==> src/rtl/lcdser_pkg.sv <==
package lcdser_pkg;

  localparam int HDR_W      = 3;
  localparam int PAD_W      = 5;
  localparam int BYTE_W     = 8;
  localparam int FRAME_W    = HDR_W + PAD_W + BYTE_W;
  localparam int ADDR_W     = 2 * BYTE_W;
  localparam int DATA_START = HDR_W + PAD_W;
  localparam int NUM_FRAMES = 3;

  typedef struct packed {
    logic rnw;   // 1 = slave drives the data byte
    logic dcx;   // 1 = parameter, 0 = address byte
    logic hsel;  // 1 = upper address byte
  } hdr_t;

  typedef enum logic [1:0] {
    SQ_IDLE  = 2'd0,
    SQ_FRAME = 2'd1,
    SQ_GAP   = 2'd2
  } seq_state_t;

  function automatic logic [FRAME_W-1:0] build_frame(input hdr_t h, input logic [BYTE_W-1:0] b);
    return {h, {PAD_W{1'b0}}, b};
  endfunction

endpackage

==> src/rtl/lcdser_tick.sv <==
module lcdser_tick #(
  parameter int HALF_CLKS = 2
) (
  input  logic clk,
  input  logic rst,
  input  logic run,
  output logic tick
);
  localparam int CW = (HALF_CLKS > 1) ? $clog2(HALF_CLKS) : 1;

  logic [CW-1:0] cnt;

  assign tick = run && (cnt == CW'(HALF_CLKS - 1));

  always_ff @(posedge clk) begin
    if (rst || !run) begin
      cnt <= '0;
    end else if (tick) begin
      cnt <= '0;
    end else begin
      cnt <= cnt + 1'b1;
    end
  end

endmodule

==> src/rtl/lcdser_shifter.sv <==
module lcdser_shifter
  import lcdser_pkg::*;
#(
  parameter int HALF_CLKS = 2
) (
  input  logic               clk,
  input  logic               rst,
  input  logic               start,
  input  logic [FRAME_W-1:0] word,
  input  logic               rx_mode,
  input  logic               sdi,
  output logic               cs_n,
  output logic               sclk,
  output logic               sdo,
  output logic               sdo_en,
  output logic               last_edge,
  output logic [BYTE_W-1:0]  rx_next
);
  localparam int IDX_W = $clog2(FRAME_W);

  logic               active;
  logic               tick;
  logic               rxm;
  logic [IDX_W-1:0]   bit_idx;
  logic [IDX_W-1:0]   nxt_idx;
  logic [FRAME_W-1:0] sh;
  logic [BYTE_W-1:0]  rx_sh;
  logic               in_data;
  logic               nxt_release;

  lcdser_tick #(.HALF_CLKS(HALF_CLKS)) u_tick (
    .clk  (clk),
    .rst  (rst),
    .run  (active),
    .tick (tick)
  );

  assign nxt_idx     = bit_idx + 1'b1;
  assign in_data     = (bit_idx >= IDX_W'(DATA_START));
  assign nxt_release = rxm && (nxt_idx >= IDX_W'(DATA_START));
  assign last_edge   = tick && sclk && (bit_idx == IDX_W'(FRAME_W - 1));
  assign rx_next     = {rx_sh[BYTE_W-2:0], sdi};

  always_ff @(posedge clk) begin
    if (rst) begin
      active  <= 1'b0;
      cs_n    <= 1'b1;
      sclk    <= 1'b0;
      sdo     <= 1'b0;
      sdo_en  <= 1'b1;
      bit_idx <= '0;
      sh      <= '0;
      rx_sh   <= '0;
      rxm     <= 1'b0;
    end else if (!active) begin
      if (start) begin
        active  <= 1'b1;
        cs_n    <= 1'b0;
        sclk    <= 1'b0;
        sh      <= word;
        sdo     <= word[FRAME_W-1];
        sdo_en  <= 1'b1;
        bit_idx <= '0;
        rxm     <= rx_mode;
        rx_sh   <= '0;
      end
    end else if (tick) begin
      if (!sclk) begin
        sclk <= 1'b1;
      end else begin
        sclk <= 1'b0;
        if (rxm && in_data) begin
          rx_sh <= rx_next;
        end
        if (bit_idx == IDX_W'(FRAME_W - 1)) begin
          active <= 1'b0;
          cs_n   <= 1'b1;
          sdo    <= 1'b0;
          sdo_en <= 1'b1;
        end else begin
          bit_idx <= nxt_idx;
          sh      <= {sh[FRAME_W-2:0], 1'b0};
          sdo_en  <= !nxt_release;
          sdo     <= nxt_release ? 1'b0 : sh[FRAME_W-2];
        end
      end
    end
  end

  AST_CS_IDLE_LINES: assert property (@(posedge clk) disable iff (rst)
    cs_n |-> (!sclk && !sdo));

  AST_SCLK_IN_FRAME: assert property (@(posedge clk) disable iff (rst)
    $rose(sclk) |-> !cs_n);

  AST_SDO_HELD_HIGH: assert property (@(posedge clk) disable iff (rst)
    (sclk && $past(sclk)) |-> $stable(sdo));

  AST_RELEASE_READ_ONLY: assert property (@(posedge clk) disable iff (rst)
    !sdo_en |-> (!cs_n && rxm && !sdo));

endmodule

==> src/rtl/lcdser_seq.sv <==
module lcdser_seq
  import lcdser_pkg::*;
#(
  parameter int GAP_CLKS = 4
) (
  input  logic               clk,
  input  logic               rst,
  input  logic               req_valid,
  input  logic               req_read,
  input  logic [ADDR_W-1:0]  req_addr,
  input  logic [BYTE_W-1:0]  req_wdata,
  input  logic               last_edge,
  input  logic [BYTE_W-1:0]  rx_next,
  output logic               busy,
  output logic               start,
  output logic [FRAME_W-1:0] word,
  output logic               rx_mode,
  output logic               rd_valid,
  output logic [BYTE_W-1:0]  rd_data
);
  localparam int GW = (GAP_CLKS > 1) ? $clog2(GAP_CLKS) : 1;
  localparam int FW = $clog2(NUM_FRAMES);

  seq_state_t        state;
  logic [FW-1:0]     frame_no;
  logic [GW-1:0]     gcnt;
  logic [ADDR_W-1:0] addr_q;
  logic [BYTE_W-1:0] wdata_q;
  logic              read_q;
  logic              last_frame;

  assign last_frame = (frame_no == FW'(NUM_FRAMES - 1));
  assign rx_mode    = read_q && last_frame;

  always_comb begin
    unique case (frame_no)
      FW'(0):  word = build_frame('{rnw: 1'b0, dcx: 1'b0, hsel: 1'b1}, addr_q[ADDR_W-1:BYTE_W]);
      FW'(1):  word = build_frame('{rnw: 1'b0, dcx: 1'b0, hsel: 1'b0}, addr_q[BYTE_W-1:0]);
      default: word = read_q ? build_frame('{rnw: 1'b1, dcx: 1'b1, hsel: 1'b0}, '0)
                             : build_frame('{rnw: 1'b0, dcx: 1'b1, hsel: 1'b0}, wdata_q);
    endcase
  end

  always_ff @(posedge clk) begin
    if (rst) begin
      state    <= SQ_IDLE;
      busy     <= 1'b0;
      start    <= 1'b0;
      frame_no <= '0;
      gcnt     <= '0;
      addr_q   <= '0;
      wdata_q  <= '0;
      read_q   <= 1'b0;
      rd_valid <= 1'b0;
      rd_data  <= '0;
    end else begin
      start    <= 1'b0;
      rd_valid <= 1'b0;
      unique case (state)
        SQ_IDLE: begin
          if (req_valid) begin
            addr_q   <= req_addr;
            wdata_q  <= req_wdata;
            read_q   <= req_read;
            frame_no <= '0;
            busy     <= 1'b1;
            start    <= 1'b1;
            state    <= SQ_FRAME;
          end
        end
        SQ_FRAME: begin
          if (last_edge) begin
            if (last_frame) begin
              busy  <= 1'b0;
              state <= SQ_IDLE;
              if (read_q) begin
                rd_valid <= 1'b1;
                rd_data  <= rx_next;
              end
            end else begin
              frame_no <= frame_no + 1'b1;
              gcnt     <= '0;
              state    <= SQ_GAP;
            end
          end
        end
        SQ_GAP: begin
          if (gcnt == GW'(GAP_CLKS - 1)) begin
            start <= 1'b1;
            state <= SQ_FRAME;
          end else begin
            gcnt <= gcnt + 1'b1;
          end
        end
        default: state <= SQ_IDLE;
      endcase
    end
  end

  AST_HOLD_WHILE_BUSY: assert property (@(posedge clk) disable iff (rst)
    (busy && req_valid) |=> ($stable(addr_q) && $stable(read_q) && $stable(wdata_q)));

  AST_VALID_ONE_CYCLE: assert property (@(posedge clk) disable iff (rst)
    rd_valid |=> !rd_valid);

  AST_VALID_AT_END: assert property (@(posedge clk) disable iff (rst)
    rd_valid |-> ($fell(busy) && read_q));

  AST_BUSY_END_FRAME: assert property (@(posedge clk) disable iff (rst)
    $fell(busy) |-> $past(last_edge));

  AST_FRAME_RANGE: assert property (@(posedge clk) disable iff (rst)
    frame_no <= FW'(NUM_FRAMES - 1));

endmodule

==> src/rtl/lcd_reg_port.sv <==
module lcd_reg_port
  import lcdser_pkg::*;
#(
  parameter int HALF_CLKS = 2,
  parameter int GAP_CLKS  = 4
) (
  input  logic        clk,
  input  logic        rst,
  input  logic        req_valid,
  input  logic        req_read,
  input  logic [15:0] req_addr,
  input  logic [7:0]  req_wdata,
  output logic        busy,
  output logic        rd_valid,
  output logic [7:0]  rd_data,
  output logic        lcd_cs_n,
  output logic        lcd_sclk,
  output logic        lcd_sdo,
  output logic        lcd_sdo_en,
  input  logic        lcd_sdi
);
  logic               start;
  logic [FRAME_W-1:0] word;
  logic               rx_mode;
  logic               last_edge;
  logic [BYTE_W-1:0]  rx_next;

  lcdser_seq #(.GAP_CLKS(GAP_CLKS)) u_seq (
    .clk       (clk),
    .rst       (rst),
    .req_valid (req_valid),
    .req_read  (req_read),
    .req_addr  (req_addr),
    .req_wdata (req_wdata),
    .last_edge (last_edge),
    .rx_next   (rx_next),
    .busy      (busy),
    .start     (start),
    .word      (word),
    .rx_mode   (rx_mode),
    .rd_valid  (rd_valid),
    .rd_data   (rd_data)
  );

  lcdser_shifter #(.HALF_CLKS(HALF_CLKS)) u_shift (
    .clk       (clk),
    .rst       (rst),
    .start     (start),
    .word      (word),
    .rx_mode   (rx_mode),
    .sdi       (lcd_sdi),
    .cs_n      (lcd_cs_n),
    .sclk      (lcd_sclk),
    .sdo       (lcd_sdo),
    .sdo_en    (lcd_sdo_en),
    .last_edge (last_edge),
    .rx_next   (rx_next)
  );

  AST_BUSY_COVERS_CS: assert property (@(posedge clk) disable iff (rst)
    !lcd_cs_n |-> busy);

endmodule

==> config.mk <==
export PLATFORM = sky130hd
export DESIGN_NAME = lcd_reg_port
export DESIGN_NICKNAME = d
export VERILOG_FILES = /design/src/rtl/lcdser_pkg.sv /design/src/rtl/lcdser_tick.sv /design/src/rtl/lcdser_shifter.sv /design/src/rtl/lcdser_seq.sv /design/src/rtl/lcd_reg_port.sv
export SDC_FILE = /design/constraint.sdc
export NUM_CORES = 1
export LEC_CHECK = 0
export BUFFER_PORTS_ARGS = -buffer_cell sky130_fd_sc_hd__buf_2
export CAP_MARGIN = 5
export CORE_ASPECT_RATIO = 0.7
export CORE_MARGIN = 10
export CORE_UTILIZATION = 59
export CTS_BUF_LIST = sky130_fd_sc_hd__clkbuf_8
export DETAILED_ROUTE_END_ITERATION = 10
export HOLD_SLACK_MARGIN = 0.08
export PLACE_DENSITY_LB_ADDON = 0.25
export SYNTH_ARGS = -nofsm -noshare
export SYNTH_HDL_FRONTEND = slang
export SYNTH_SLANG_ARGS = --single-unit
==> constraint.sdc <==
create_clock -name clk -period 2.6 [get_ports clk]
set_clock_uncertainty 0.2 [all_clocks]
set_input_delay 0.26 -clock clk [delete_from_list [all_inputs] [get_ports clk]]
set_output_delay 0.26 -clock clk [all_outputs]
set_load 0.005 [all_outputs]
==> results of run 1 <==
metal layers:
metal / GRT usage (%) / share of wire, % / vias to the layer above
li1: - / - / 1350
met1: 23.1 / 46 / 1290
met2: 28.1 / 45 / 90
met3: 6.21 / 7.1 / 13
met4: 5.74 / 1.3 / 0
met5: 0 / 0 / -
stage by stage:
step / cells / power [W] / util [%]
floorplan: 342 / 0.00135 / -
global placement: 442 / 0.00140 / 67.9
detailed placement: 442 / 0.00141 / 67.9
CTS: 485 / 0.00246 / 78.5
global route: 485 / 0.00254 / 78.5
finish: 485 / 0.00246 / 78.5
report_power, final:
| group | total (W) | internal (W) | switching [W] |
|---|---|---|---|
| logic | 0.000202 | 0.0000928 | 0.000109 |
| clock network | 0.00104 | 0.000627 | 0.000409 |
| registers | 0.00122 | 0.00119 | 0.0000308 |
logic make-up (layout without fill, tap and decap cells):
logic type                 Yosys count  after routing  share of synthesized area (%)
xor gates and xnor gates             1              1                          0.292
adders and majority gates            6              6                           2.50
and+or+nand+nor                    128            128                           19.7
DFF                                 75             75                           50.1
muxes                               11             11                           3.67
buffers and inverters               27            101                           3.67
AOI/OAI and AO/OA                   94             94                           20.1
flip-flops by register name, summed over array words and instances (netlist names), 2 cells and up:
| signal | count |
|---|---|
| u_shift.bit_idx | 4 |
| u_seq.addr_q | 16 |
| u_shift.sh | 15 |
| u_seq.state | 2 |
| u_seq.rd_data | 8 |
| u_seq.gcnt | 2 |
| u_seq.frame_no | 2 |
| u_shift.rx_sh | 7 |
| u_seq.wdata_q | 8 |
area by class of cell:
| type | count | area [um^2] | area share [%] |
|---|---|---|---|
| timing repair buffer | 80 | 566 | 14.9 |
| clock inverter | 6 | 106 | 2.80 |
| sequential | 75 | 1500 | 39.6 |
| tap | 69 | 86.3 | 2.28 |
| clock buffer | 9 | 124 | 3.27 |
| inverter | 6 | 22.5 | 0.594 |
| multi-input combinational | 240 | 1390 | 36.6 |
worst max-delay path, stage by stage, from the launching register on:
cell	delay [ps]
dfxtp_1	620
nand3_4	240
nor4_4	740
mux2i_1	270
nor2_1	50
cells in the mapped netlist (all sizes together), types with 2 or more instances:
cell type,n,share of area [%]
nor4b,2,0.58
a31oi,6,1.3
a211oi,3,0.75
a22o,7,2.0
and2,2,0.42
and3,3,0.63
mux2i,11,3.7
nor2,34,4.3
o21ai,10,1.7
a221oi,7,2.0
clkbuf,17,2.1
a21oi,39,6.5
nor3,6,1.0
nand3,6,1.6
a22oi,14,3.5
buf,4,0.79
dfxtp,75,50
nand2b,2,0.42
inv,6,0.75
ha,6,2.5
nor4,4,1.3
nand2,62,7.8
nor2b,2,0.42
path summary, 6_finish.rpt:
| kind | end | slack (ps) |
|---|---|---|
| min reg2reg | u_seq.addr_q[6] | 260 |
| max reg2reg | u_seq.rd_data[0] | 360 |
| min | u_seq.addr_q[6] | 260 |
| max | u_seq.rd_data[0] | 360 |
==> flow_summary.yaml, run 1 <==
outcome:
  status: "finished clean"
final_layout:
  drive_gt1_share_pct: 16.8
  layout_commonest_cell: "dfxtp_1"
  final_area_um2: 3790
  mostFrequentLayoutCells: "75 x dfxtp_1, 62 x nand2_1, 42 x buf_2"
  n_fill_cell: 334
  fin_nets: 447
  areaGrowthSynthToFinish_pct: 26.5
  n_antenna_cell: 0
clock_tree:
  clock_latency_ps: 340
  clock_sinks: 75
  path_clk_slew_ps: 70
  cts_max_level: 3
  cts_setup_buffers: 0
  numCtsBuffers: 9
  hold_buffers: 28
  cts_tree: "built"
  clk_path_buf_depth: 2
  cts_resized: 0
  cts_root_buffer: "clkbuf_8"
timing:
  hold_viol_final: 0
  finalCriticalPeriod_ps: 2240
  fin_setup_tns_ps: 0
  finalWorstSetupSlack_ps: 356
  rsz0062_at_grt: "no"
  whs_ps: 262
  maxSlewViolCount: 0
  worst_slew_pin_slew_ps: 1040
  fin_crit_sh_pct: 86.3
  max_freq_mhz: 446
  setup-violations-final: 0
  maxSlewHeadroom_pct: 29.8
grt:
  grt_pass1_vias: 2549
  grt_use_total_pct: 18.1
  grt_pass1_wl_um: 12400
  grt_start_max_net_pins: 28
  grt_overflow_total: 0
  antenna_found_initial: 0
yosys:
  syn_avg_cell_area_um2: 8.77
  synth_warnings: 0
  syn_nets: 377
  ys_seq_area_share_pct: 50.1
  postSynthCellCount: 342
  synth_seq_cells: 75
  synth-edff-count: 0
  synthesis.area_um2: 3000
  synthFlopType: "dfxtp_1"
  synth_cell_types: 43
  synth-async-reset-ratio_pct: 0
drt:
  vias_per_cell: 5.66
  wirelength_um: 7520
  route.antenna.remaining_nets: 0
  first_iter_violations: 187
  drc: 0
  dr_total_vias: 2743
  dr.pass1.iters: 5
  wire_per_inst_um: 15.5
critical_path:
  endpoint_kind: "flop"
  crit_type: "flop to flop"
  crit_path_start: "u_shift.active"
  worstPathArrival_ps: 2270
  worstPathRequired_ps: 2630
  crit_path_start_kind: "flop"
  reg2reg_depth: 4
  crit_fanout: 12
  r2r-start: "u_shift.active"
placement:
  placed_cell_area_um2: 3280
  post-dp-hpwl_um: 4880
  dpl_worst_slack_ps: 436
  routabilityCongestion: 0.835
  port_buffers: 42
floorplanning:
  die_area_um2: 8380
  core_area_um2: 4830
  die_h_um: 79.7
  pin_count: 43
  die_x_um: 105
  initial_utilization_pct: 62.0
  rows: 21
pwr:
  p_per_area_nw_per_um2: 648
  p_leak_nw: 1.50
  ir_drop_uv: 374
hold_path:
  hold_path_depth: 2
  holdCritStartpoint: "u_seq.addr_q[6]"
  holdCritPathClass: "flop to flop"
job:
  maxCapViolCount: 0
(Power assumes the default switching activity.)
==> run 2: changes to the inputs <==
- CORE_ASPECT_RATIO: 0.7 -> not set
==> flow_summary.yaml, run 2 (synthesis gave the netlist of run 1 again) <==
grt:
  antenna_found_initial: 0
  grt_pass1_wl_um: 12700
  grt_pass1_vias: 2552
  grt_use_total_pct: 18.4
  grt_overflow_total: 0
  grt_start_max_net_pins: 44
outcome:
  status: "finished clean"
floorplanning:
  core_area_um2: 4820
  rows: 25
  die_h_um: 91.3
  die_area_um2: 8330
  pin_count: 43
  die_x_um: 91.3
  initial_utilization_pct: 62.3
critical_path:
  reg2reg_to: "u_shift.sh[7]"
  crit_path_start_kind: "flop"
  crit_type: "flop to flop"
  crit_fanout: 7
  worstPathRequired_ps: 2670
  r2r-start: "u_seq.frame_no[0]"
  worstPathArrival_ps: 2500
  reg2reg_slack_ps: 180
  endpoint_kind: "flop"
  reg2reg_depth: 5
placement:
  port_buffers: 42
  placed_cell_area_um2: 3270
  routabilityCongestion: 0.823
  post-dp-hpwl_um: 4660
drt:
  wire_per_inst_um: 15.9
  dr.pass1.iters: 5
  first_iter_violations: 222
  wirelength_um: 7660
  vias_per_cell: 5.73
  dr_total_vias: 2758
  drc: 0
  route.antenna.remaining_nets: 0
timing:
  hold_viol_final: 0
  rsz0062_at_grt: "no"
  max_freq_mhz: 413
  worst_slew_pin_slew_ps: 1250
  finalCriticalPeriod_ps: 2420
  maxSlewViolCount: 0
  maxSlewHeadroom_pct: 16.2
  fin_setup_tns_ps: 0
  setup-violations-final: 0
  fin_crit_sh_pct: 93.2
pwr:
  p_leak_nw: 1.49
  ir_drop_uv: 590
  p_per_area_nw_per_um2: 636
clock_tree:
  cts_tree: "built"
  path_clk_slew_ps: 80
  cts_resized: 0
  numCtsBuffers: 9
  clk_path_buf_depth: 2
  clock_sinks: 75
  cts_max_level: 3
  clock_latency_ps: 340
  cts_root_buffer: "clkbuf_8"
final_layout:
  largest_register_ffs: 16
  fin_nets: 445
  n_fill_cell: 344
  layout_commonest_cell: "dfxtp_1"
  mostFrequentLayoutCells: "75 x dfxtp_1, 62 x nand2_1, 42 x buf_2"
  regMostFlops: "u_seq.addr_q"
  areaGrowthSynthToFinish_pct: 25.3
  final_area_um2: 3760
  drive_gt1_share_pct: 16.9
  n_antenna_cell: 0
  top_regs: "u_seq.addr_q: 16 flops, u_shift.sh: 15 flops"
  final_util_pct: 78.0
hold_path:
  whs_endpoint: "u_seq.rd_data[4]"
  holdCritPathClass: "primary input to flop"
  holdCritStartpoint: "rst"
  hold_path_depth: 2
job:
  maxCapViolCount: 0
-- run 2: cell count changes in the layout (fill, tap and decap cells not counted) --
cell,delta
buf_4,-1
bufinv_16,-1
clkbuf_8,+1
clkinv_2,+1
dlygate4sd3_1,-1
inv_1,-1
-- run 2: how the worst max path moves through the flow --
stage	cells past startpoint	endpoint	slack, ps	start
floorplan	5	u_seq.rd_data[0]	730	u_shift.bit_idx[0]
global placement	5	u_shift.sh[7]	420	u_seq.frame_no[0]
detailed placement	5	u_shift.sh[6]	260	u_seq.frame_no[0]
CTS	5	u_shift.sh[7]	200	u_seq.frame_no[0]
global route	5	u_shift.sh[7]	20	u_seq.frame_no[0]
finish	5	u_shift.sh[7]	180	u_seq.frame_no[0]
-- run 2: per-stage QoR --
step / hold slack [ps] / cells / worst slack, ps / power (W)
after CTS: 93.7 / 481 / 205 / 0.00239
after global routing: 104 / 481 / 17.9 / 0.00247
after floorplan: 193 / 342 / 735 / 0.00135
final: 98.0 / 481 / 177 / 0.00239
after global placement: 244 / 439 / 420 / 0.00140
after detailed placement: 246 / 439 / 255 / 0.00141
-- run 2: layer usage --
| metal | vias to the layer above | GRT usage [%] | share of wire, % |
|---|---|---|---|
| met2 | 108 | 30.3 | 48 |
| met1 | 1291 | 22.4 | 44 |
| li1 | 1345 | - | - |
| met5 | - | 0 | 0 |
| met4 | 0 | 4.96 | 1.6 |
| met3 | 14 | 6.26 | 6.7 |
-- run 2: cell type report --
cell class	instances	area [um^2]	share of cell area (%)
multi-input combinational	240	1390	36.9
clock inverter	5	77.6	2.06
clock buffer	10	138	3.66
tap	67	83.8	2.23
timing repair buffer	78	548	14.6
sequential	75	1500	39.9
inverter	6	22.5	0.599
-- run 2: repair_timing --
| action | 4_1_cts | 5_1_grt |
|---|---|---|
| hold buffers | 27 | 0 |
| hold endpoints to repair | 28 | 0 |
| setup buffers | 0 | 0 |
-- run 2: report_power, final --
group | total [W] | internal (W) | switching (W)
clock | 0.000971 | 0.000558 | 0.000413
combinational | 0.000201 | 0.0000908 | 0.000110
sequential | 0.00122 | 0.00119 | 0.0000305
-- run 2: worst max-delay path: stages, from the launching register on --
cell and delay (ps):
dfxtp_1 400, inv_1 90, ha_1 210, nor4_1 1000, a221oi_1 240, a21oi_1 220
==> run 3: changes to the inputs <==
- CORE_UTILIZATION: 59 -> 60
- SYNTH_HIERARCHICAL: not set -> 1
==> flow_summary.yaml, run 3 <==
clock_tree:
  clk_path_buf_depth: 2
  cts_setup_buffers: 0
  clock_sinks: 75
  cts_max_level: 3
  cts_tree: "built"
  numCtsBuffers: 9
  path_clk_slew_ps: 70
  clock_latency_ps: 340
  cts_root_buffer: "clkbuf_8"
yosys:
  syn_avg_cell_area_um2: 8.93
  synth-async-reset-ratio_pct: 0
  ys_seq_area_share_pct: 41.7
  synth_seq_cells: 75
  synthFlopType: "dfxtp_1"
  synth-edff-count: 0
  synth_area_leaders: "dfxtp_1 42%, mux2i_1 8.6%, nand2_1 8.0%"
  yosys.area.top_type: "dfxtp_1"
  yosysMostFrequentCell: "nand2_1"
  postSynthCellCount: 403
  synth_cell_types: 52
  synthesis.area_um2: 3600
  synth_warnings: 6
  yosys.area.top_type_share_pct: 41.7
  ys_top_cells_by_count: "77 x nand2_1, 75 x dfxtp_1, 33 x a21oi_1"
placement:
  placed_cell_area_um2: 3760
  routabilityCongestion: 0.817
  post-dp-hpwl_um: 4990
  port_buffers: 42
hold_path:
  whs_endpoint: "u_seq/frame_no[0]"
  holdCritStartpoint: "req_valid"
  hold_path_depth: 4
  holdCritPathClass: "primary input to flop"
critical_path:
  reg2reg_to: "u_seq/rd_data[2]"
  crit_path_start_kind: "flop"
  r2r-start: "u_shift/bit_idx[0]"
  worstPathRequired_ps: 2670
  reg2reg_slack_ps: 390
  endpoint_kind: "flop"
  reg2reg_depth: 6
  crit_chain: "ha_1 -> nand3_1 -> nor2_1 -> nor2b_1 -> and3_1 -> mux2i_1"
  max_stage_delay_ps: 530
  worstPathArrival_ps: 2280
  crit_type: "flop to flop"
  crit_fanout: 9
  crit_slowest_cell: "and3_1"
drt:
  wirelength_um: 8250
  first_iter_violations: 236
  route.antenna.remaining_nets: 0
  drc: 0
  dr_total_vias: 3000
  dr.pass1.iters: 7
  vias_per_cell: 5.56
  wire_per_inst_um: 15.3
final_layout:
  mostFrequentLayoutCells: "77 x nand2_1, 75 x dfxtp_1, 42 x buf_2"
  top_regs: "u_seq/addr_q: 16 flops, u_shift/sh: 15 flops"
  layout_commonest_cell: "nand2_1"
  n_fill_cell: 452
  drive_gt1_share_pct: 19.4
  n_antenna_cell: 0
  final_area_um2: 4260
  fin_nets: 498
  regMostFlops: "u_seq/addr_q"
  multi_input_area_um2: 1830
  largest_register_ffs: 16
  seq_area_um2: 1500
  areaGrowthSynthToFinish_pct: 18.4
grt:
  grt_start_max_net_pins: 47
  grt_use_total_pct: 16.6
  grt_pass1_vias: 2877
  grt_pass1_wl_um: 13700
  grt_overflow_total: 0
  antenna_found_initial: 0
timing:
  fin_crit_sh_pct: 85.1
  worst_slew_pin_slew_ps: 554
  maxSlewViolCount: 0
  hold_viol_final: 0
  setup-violations-final: 0
  fin_setup_tns_ps: 0
  finalCriticalPeriod_ps: 2210
  rsz0062_at_grt: "no"
  whs_ps: 103
  maxSlewHeadroom_pct: 63.1
  max_freq_mhz: 452
floorplanning:
  initial_utilization_pct: 61.1
  die_h_um: 97.4
  die_area_um2: 9500
  pin_count: 43
  rows: 28
  die_x_um: 97.4
  core_area_um2: 5890
pwr:
  p_switching_w: 0.000567
  p_per_area_nw_per_um2: 587
  clockPowerShare_pct: 41.7
  p_leak_nw: 1.73
  pwr-share-seq_pct: 48.8
  internal_power_w: 0.00193
  p_comb_share_pct: 9.6
  ir_drop_uv: 430
  swShare_pct: 22.7
outcome:
  status: "finished clean"
job:
  maxCapViolCount: 0
run 3: critical path: cells and delay by family (launching register included):
kind	cells	cell delay (ps)
simple gates	4	1040
mux	1	260
fa+ha+maj	1	230
flops	1	410
run 3: repair_timing:
item                                   CTS  global route
resized for setup                        0             0
hold buffers                            27             0
endpoints found under the hold margin   28             0
run 3: layout make-up:
class | instances | area share (%)
Clock inverter | 6 | 2.50
Inverter | 16 | 1.41
Multi-Input combinational cell | 281 | 42.9
Clock buffer | 9 | 2.91
Timing Repair Buffer | 78 | 12.9
Sequential cell | 75 | 35.2
Tap cell | 75 | 2.20
run 3: stage by stage:
| step | util (%) | total power, W | setup WS, ps | std cells |
|---|---|---|---|---|
| global route | 72.4 | 0.00259 | 202 | 540 |
| finish | 72.4 | 0.00250 | 387 | 540 |
| floorplan | - | 0.00140 | 588 | 407 |
| global placement | 63.9 | 0.00144 | 505 | 498 |
| CTS | 72.4 | 0.00252 | 389 | 540 |
| detailed placement | 63.9 | 0.00145 | 433 | 498 |
run 3: logic make-up (layout without fill, tap and decap cells):
group / Yosys count / count (layout) / share of synthesized area [%]
simple gates: 155 / 155 / 21.9
buf+inv: 51 / 109 / 7.93
fa+ha+maj: 8 / 8 / 2.78
other cells: 1 / 5 / 0.104
flops: 75 / 75 / 41.7
compound gates: 71 / 71 / 13.5
mux: 42 / 42 / 12.1
run 3: layer usage:
| layer | vias to the layer above | GRT usage, % | part of all wire [%] |
|---|---|---|---|
| met5 | - | 0 | 0 |
| met4 | 0 | 7.05 | 1.2 |
| met3 | 10 | 4.27 | 5.7 |
| met2 | 82 | 27.4 | 49 |
| met1 | 1406 | 20.0 | 44 |
| li1 | 1502 | - | - |
run 3: worst max path at each step:
| stage | startpoint | endpoint | cells past startpoint |
|---|---|---|---|
| CTS | u_shift/bit_idx[0] | u_seq/rd_data[2] | 6 |
| floorplan | u_seq/frame_no[0] | u_shift/sdo | 8 |
| global route | u_seq/frame_no[0] | u_shift/sh[5] | 8 |
| finish | u_shift/bit_idx[0] | u_seq/rd_data[2] | 6 |
| detailed placement | u_shift/bit_idx[0] | u_seq/rd_data[2] | 6 |
| global placement | u_shift/bit_idx[0] | u_seq/rd_data[7] | 6 |
run 3: power groups by stage:
stage | sequential, W | clock (W) | combinational (W)
2_1_floorplan | 0.00123 | 0 | 0.000170
3_3_place_gp | 0.00124 | 0 | 0.000196
3_5_place_dp | 0.00125 | 0 | 0.000200
4_1_cts | 0.00122 | 0.00107 | 0.000234
5_1_grt | 0.00122 | 0.00111 | 0.000266
6_report | 0.00122 | 0.00104 | 0.000239
